## config.mk

```make
export PLATFORM = sky130hd
export DESIGN_NAME = pscnt_top
export DESIGN_NICKNAME = d
export VERILOG_FILES = /design/src/rtl/pscnt_pkg.sv /design/src/rtl/pscnt_ctrl.sv /design/src/rtl/pscnt_datapath.sv /design/src/rtl/pscnt_top.sv
export SDC_FILE = /design/constraint.sdc
export NUM_CORES = 1
export LEC_CHECK = 0
export ABC_AREA = 1
export BUFFER_PORTS_ARGS = -buffer_cell sky130_fd_sc_hd__buf_2
export CAP_MARGIN = 5
export CORE_MARGIN = 1
export CORE_UTILIZATION = 25
export DETAILED_ROUTE_END_ITERATION = 6
export GPL_TIMING_DRIVEN = 0
export SLEW_MARGIN = 20
export SYNTH_ARGS = -nofsm -noshare
export SYNTH_HDL_FRONTEND = slang
export SYNTH_HIERARCHICAL = 1
export SYNTH_SLANG_ARGS = --single-unit
```

## constraint.sdc

```tcl
create_clock -name clk -period 7.44 [get_ports clk]
set_clock_uncertainty 0.2 [all_clocks]
set_input_delay 0.744 -clock clk [delete_from_list [all_inputs] [get_ports clk]]
set_output_delay 0.744 -clock clk [all_outputs]
set_load 0.02 [all_outputs]
```

## src/rtl/pscnt_pkg.sv

```systemverilog
package pscnt_pkg;
  typedef enum logic [1:0] {
    MODE_OFF  = 2'b00,
    MODE_ONCE = 2'b01,
    MODE_LOOP = 2'b10,
    MODE_UPDN = 2'b11
  } tmode_e;

  // strobes from control to datapath
  typedef struct packed {
    logic   tick;
    logic   restart;
    tmode_e mode;
  } ctlStrobe_t;
endpackage

```

## src/rtl/pscnt_ctrl.sv

```systemverilog
module pscnt_ctrl
  import pscnt_pkg::*;
#(
  parameter int CNT_W = 16,
  parameter int DIV_W = 8
) (
  input  logic             clk,
  input  logic             rstN,
  input  logic             modeWe,
  input  logic [1:0]       modeIn,
  input  logic             tgtEnWe,
  input  logic             tgtEnIn,
  input  logic             tgtWe,
  input  logic [CNT_W-1:0] tgtIn,
  input  logic             shadowWe,
  input  logic [CNT_W-1:0] shadowIn,
  input  logic             divWe,
  input  logic [DIV_W-1:0] divIn,
  input  logic             zeroEv,
  output ctlStrobe_t       strobe,
  output logic [CNT_W-1:0] limit,
  output logic             flushQueue
);
  tmode_e           modeQ;
  logic             tgtEnQ;
  logic [CNT_W-1:0] targetQ;
  logic [CNT_W-1:0] shadowQ;
  logic             shadowPendQ;
  logic [DIV_W-1:0] divQ;
  logic [DIV_W-1:0] preCntQ;
  logic             flushQ;
  logic             running;
  logic             tick;

  assign running = (modeQ != MODE_OFF);
  assign tick    = running && (preCntQ >= divQ);

  always_ff @(posedge clk or negedge rstN) begin
    if (!rstN) begin
      modeQ       <= MODE_OFF;
      tgtEnQ      <= 1'b0;
      targetQ     <= '0;
      shadowQ     <= '0;
      shadowPendQ <= 1'b0;
      divQ        <= '0;
      preCntQ     <= '0;
      flushQ      <= 1'b0;
    end else begin
      flushQ <= modeWe;
      if (modeWe)  modeQ  <= tmode_e'(modeIn);
      if (tgtEnWe) tgtEnQ <= tgtEnIn;
      if (divWe)   divQ   <= divIn;

      // prescaler restarts with the mode and idles when off
      if (modeWe || !running || tick) preCntQ <= '0;
      else                            preCntQ <= preCntQ + 1'b1;

      // queued period: dropped by a mode write, applied on natural zero
      if (modeWe) begin
        shadowPendQ <= 1'b0;
      end else if (zeroEv && shadowPendQ) begin
        targetQ     <= shadowQ;
        shadowPendQ <= shadowWe;
      end else if (shadowWe) begin
        shadowPendQ <= 1'b1;
      end
      if (shadowWe) shadowQ <= shadowIn;
      if (tgtWe)    targetQ <= tgtIn;
    end
  end

  assign limit          = tgtEnQ ? targetQ : '1;
  assign strobe.tick    = tick;
  assign strobe.restart = modeWe && (modeIn != 2'b00);
  assign strobe.mode    = modeQ;
  assign flushQueue     = flushQ;
endmodule

```

## src/rtl/pscnt_datapath.sv

```systemverilog
module pscnt_datapath
  import pscnt_pkg::*;
#(
  parameter int CNT_W = 16
) (
  input  logic             clk,
  input  logic             rstN,
  input  ctlStrobe_t       strobe,
  input  logic [CNT_W-1:0] limit,
  output logic [CNT_W-1:0] count,
  output logic             zeroEv,
  output logic             zeroStrobe
);
  logic [CNT_W-1:0] cntQ;
  logic [CNT_W-1:0] nextCnt;
  logic             downQ;
  logic             nextDown;
  logic             zeroQ;
  logic             periodic;

  always_comb begin
    nextCnt  = cntQ;
    nextDown = downQ;
    case (strobe.mode)
      MODE_ONCE: if (cntQ < limit) nextCnt = cntQ + 1'b1;
      MODE_LOOP: nextCnt = (cntQ >= limit) ? '0 : cntQ + 1'b1;
      MODE_UPDN: begin
        if (limit == '0) begin
          nextCnt  = '0;
          nextDown = 1'b0;
        end else if (!downQ) begin
          if (cntQ >= limit) begin
            nextCnt  = cntQ - 1'b1;
            nextDown = (cntQ > 1);
          end else begin
            nextCnt = cntQ + 1'b1;
          end
        end else if (cntQ <= 1) begin
          nextCnt  = '0;
          nextDown = 1'b0;
        end else begin
          nextCnt = cntQ - 1'b1;
        end
      end
      default: ;
    endcase
  end

  assign periodic = (strobe.mode == MODE_LOOP) || (strobe.mode == MODE_UPDN);
  assign zeroEv   = strobe.tick && !strobe.restart && periodic && (nextCnt == '0);

  always_ff @(posedge clk or negedge rstN) begin
    if (!rstN) begin
      cntQ  <= '0;
      downQ <= 1'b0;
      zeroQ <= 1'b0;
    end else begin
      zeroQ <= zeroEv;
      if (strobe.restart) begin
        cntQ  <= '0;
        downQ <= 1'b0;
      end else if (strobe.tick) begin
        cntQ  <= nextCnt;
        downQ <= nextDown;
      end
    end
  end

  assign count      = cntQ;
  assign zeroStrobe = zeroQ;
endmodule

```

## src/rtl/pscnt_top.sv

```systemverilog
module pscnt_top
  import pscnt_pkg::*;
#(
  parameter int CNT_W = 16,
  parameter int DIV_W = 8
) (
  input  logic             clk,
  input  logic             rstN,
  input  logic             modeWe,
  input  logic [1:0]       modeIn,
  input  logic             tgtEnWe,
  input  logic             tgtEnIn,
  input  logic             tgtWe,
  input  logic [CNT_W-1:0] tgtIn,
  input  logic             shadowWe,
  input  logic [CNT_W-1:0] shadowIn,
  input  logic             divWe,
  input  logic [DIV_W-1:0] divIn,
  output logic [CNT_W-1:0] count,
  output logic             zeroStrobe,
  output logic             tickEn,
  output logic             flushQueue
);
  ctlStrobe_t       strobe;
  logic [CNT_W-1:0] limit;
  logic             zeroEv;

  pscnt_ctrl #(.CNT_W(CNT_W), .DIV_W(DIV_W)) u_ctrl (
    .clk(clk), .rstN(rstN),
    .modeWe(modeWe), .modeIn(modeIn),
    .tgtEnWe(tgtEnWe), .tgtEnIn(tgtEnIn),
    .tgtWe(tgtWe), .tgtIn(tgtIn),
    .shadowWe(shadowWe), .shadowIn(shadowIn),
    .divWe(divWe), .divIn(divIn),
    .zeroEv(zeroEv), .strobe(strobe), .limit(limit),
    .flushQueue(flushQueue)
  );

  pscnt_datapath #(.CNT_W(CNT_W)) u_dp (
    .clk(clk), .rstN(rstN),
    .strobe(strobe), .limit(limit),
    .count(count), .zeroEv(zeroEv), .zeroStrobe(zeroStrobe)
  );

  assign tickEn = strobe.tick;
endmodule

```

==> results.tsv <==
stage	metric	value	unit
critical_path	Req. time, crit path	7460	ps
die	initial core utilization	25.5	%
synth	Synth top area share	31.9	%
critical_path	CP Capture Type	flip-flop	
critical_path	critical-path maximum fanout	10	
timing	RSZ-0062 raised after global routing	false	
die	# rows	54	
power	PwrDens	163	mW/mm^2
finish	Layout fillers	2356	
timing	slew margin rel.	52.4	%
grt	first-pass GRT wire length	24600	um
detailed_routing	M1 wire length	7190	um
clock_tree	CTS-repair resized insts	0	
detailed_routing	via/cell ratio	4.49	
placed_design	Detail Placement HPWL	12000	um
detailed_routing	Via Count	5169	
die	Ports	69	
finish	most common cell after layout, fill and taps aside	nand2_1	
placed_design	Port Buffers	66	
critical_path	kind of critical path	flip-flop to flip-flop	
finish	Final nets	943	
detailed_routing	post-detailed-route count of antenna-violating nets	0	
die	core footprint	0.0218	mm^2
synth	Post-Synthesis Cells	787	
timing	time the worst path needs with I/O delays and setup	4380	ps
finish	ratio of cells with drive above 1 in the final layout	20.5	%
clock_tree	htree depth	3	
placed_design	GPL Wtd Cong	0.936	
timing	Final Max Tran Viols	0	
die	Die Height	151	um
synth	Synth area leader	dfrtp_1	
synth	Yosys warnings	6	
critical_path	R2R Setup Slk	3060	ps
detailed_routing	drt wl/cell	13.2	um
clock_tree	Clock transition at path regs	60	ps
synth	Synth cell types	46	
timing	period utilization	58.9	%
critical_path	FF-to-FF End	u_ctrl/targetQ[5]	
detailed_routing	drt pass-1 iters	7	
die	Die X	151	um
synth	register area share after synthesis	31.9	%
timing	Setup Viol. Count Final	0	
timing	Worst Setup Slack, final	3060	ps
finish	Antenna diodes	0	
power	Logic pwr share	19.3	%
power	leak pwr	3.54	nW
clock_tree	post-cts hold buffer count	0	
power	Clk pwr share	41.0	%
detailed_routing	DRC violations left	0	
critical_path	CP delay by family, top	simple AND/OR/NAND/NOR gates	
clock_tree	post-CTS setup buffers	0	
critical_path	Top cell by count, worst path	nand2_1	
timing	final-report hold violation count	0	
detailed_routing	DR iter-0 viols	347	
critical_path	r2r startpoint	u_ctrl/tgtEnQ	
grt	largest net degree at the start of global routing	59	
job	Max-Cap Viols	0	
timing	worst slew pin tran	711	ps
critical_path	crit path DAT	4400	ps
timing	Fmax	228	MHz
synth	Syn Area/Cell	7.07	um^2
critical_path	crit-path max cell delay	370	ps
placed_design	dpl ws	3080	ps
grt	vias in the first global route	4825	
power	internal power	0.748	mW
clock_tree	CTS tree	yes	
synth	Seq cells post-synth	71	
grt	initial antenna violation count	0	
grt	total grt overflow	0	
power	Seq pwr share	39.7	%
die	die area	0.0228	mm^2
critical_path	crit start category	flip-flop	
synth	top post-synthesis cells by area	dfrtp_1 (32%), nand2_1 (16%), ha_1 (6.3%)	
clock_tree	CTS sink cnt	71	
finish	commonest cells after routing, fill and taps aside	nand2_1 (244), inv_1 (88), dfrtp_1 (71)	
synth	Netlist Area Pre-Place	0.00556	mm^2
power	peak supply drop	98.5	uV
synth	Synthesized Nets	865	
timing	setup TNS	0	ps
min_path	HP Class	input port to asynchronous set/reset pin	
critical_path	crit path from	u_ctrl/tgtEnQ	
clock_tree	clock buffer depth	2	
detailed_routing	Total Wirelength	15200	um
critical_path	CP bufs+invs	7	
detailed_routing	met2 routed WL	6960	um
clock_tree	Clk Latency, worst-skew pair	340	ps
clock_tree	CTS buffer count	9	
power	Power, Total	1.07	mW
grt	Total GRT Usage	13.9	%
detailed_routing	met3 wire length	828	um
power	P_sw	0.324	mW
power	Switching Fraction	30.2	%
clock_tree	CTS root buffer	clkbuf_16	
finish	Layout area overhead	18.2	%
critical_path	cells on worst reg2reg path	26	
run_status	status	finished, final reports clean	
detailed_routing	top layer in use	met4	
critical_path	Slowest-stage cell, CP	dfrtp_1	
==> worst reg2reg max path: cells and delay by family (launching register included) <==
kind                       cells  cell delay (ps)
AOI/OAI and AO/OA              1              180
DFF                            1              370
adders and majority gates      1              280
and+or+nand+nor               17             2210
buffers and inverters          7             1020
==> Yosys cell counts (all sizes together) <==
cell / instances
a21o: 2
a21oi: 21
a22oi: 1
a31oi: 1
a32o: 1
buf: 15
clkbuf: 11
clkinv: 1
dfrtp: 71
dlymetal6s2s: 1
ha: 28
inv: 97
mux2: 1
nand2: 261
nand3: 85
nand3b: 1
nand4: 18
nor2: 81
nor3: 6
nor3b: 1
o2111ai: 1
o211ai: 1
o21ai: 22
o21bai: 2
o22ai: 17
or2: 17
xnor2: 3
xor2: 20
==> cells by family after synthesis <==
logic type / Yosys count / synth area share [%]
AND/OR/NAND/NOR: 470 / 40.4
buffers and inverters: 125 / 10.5
flip-flops: 71 / 31.9
AO/OA/AOI/OAI: 69 / 7.04
adder cells (fa/ha/maj): 28 / 6.30
XOR/XNOR: 23 / 3.62
multiplexers: 1 / 0.202
==> state kept, by name, indices dropped and copies added, names as in the netlist <==
register and count:
u_dp/zeroStrobe 1, u_ctrl/flushQueue 1, u_ctrl/tgtEnQ 1, u_ctrl/modeQ 2, u_dp/count 16, u_ctrl/shadowPendQ 1
u_ctrl/targetQ 16, u_dp/downQ 1, u_ctrl/preCntQ 8, u_ctrl/shadowQ 16, u_ctrl/divQ 8
==> per-stage QoR <==
step / instance area, um^2 / std cells / hold slack [ps] / utilization (%)
6_report: 6580 / 1150 / 57.2 / 30.1
2_1_floorplan: 5560 / 787 / 243 / -
4_1_cts: 6580 / 1150 / 58.4 / 30.1
3_5_place_dp: 6270 / 1134 / 262 / 28.7
3_3_place_gp: 6240 / 1133 / 259 / 28.6
5_1_grt: 6580 / 1150 / 63.7 / 30.1
==> layer usage <==
metal | GRT usage, % | vias to the layer above
li1 | - | 2682
met1 | 18.4 | 2311
met2 | 23.1 | 159
met3 | 2.20 | 17
met4 | 4.60 | 0
met5 | 0 | -
==> worst max path at each step <==
stage                               endpoint  slack (ps)  depth (start not counted)
after detailed placement   u_ctrl/targetQ[9]        3080                         26
after global placement     u_ctrl/targetQ[4]        3100                         26
after global routing       u_ctrl/targetQ[5]        2700                         26
after floorplan           u_ctrl/targetQ[11]        3940                         26
final                      u_ctrl/targetQ[5]        3060                         26
after CTS                  u_ctrl/targetQ[5]        3050                         26
==> power by group through the flow <==
stage               clock, mW  combinational, mW  sequential (mW)
floorplan                   0              0.140            0.431
global placement            0              0.201            0.433
detailed placement          0              0.205            0.433
CTS                     0.450              0.206            0.426
global route            0.467              0.235            0.429
finish                  0.439              0.207            0.426
==> final cells by class <==
cell class	instances	area, um^2	share of cell area, %
Clock inverter	7	78.8	1.20
Multi-Input combinational cell	591	3200	48.7
Clock buffer	9	225	3.42
Tap cell	280	350	5.33
Timing Repair Buffer	67	360	5.48
Inverter	98	373	5.67
Buffer	27	211	3.22
Sequential cell	71	1780	27.0
Power figures use the tool's default switching activity.
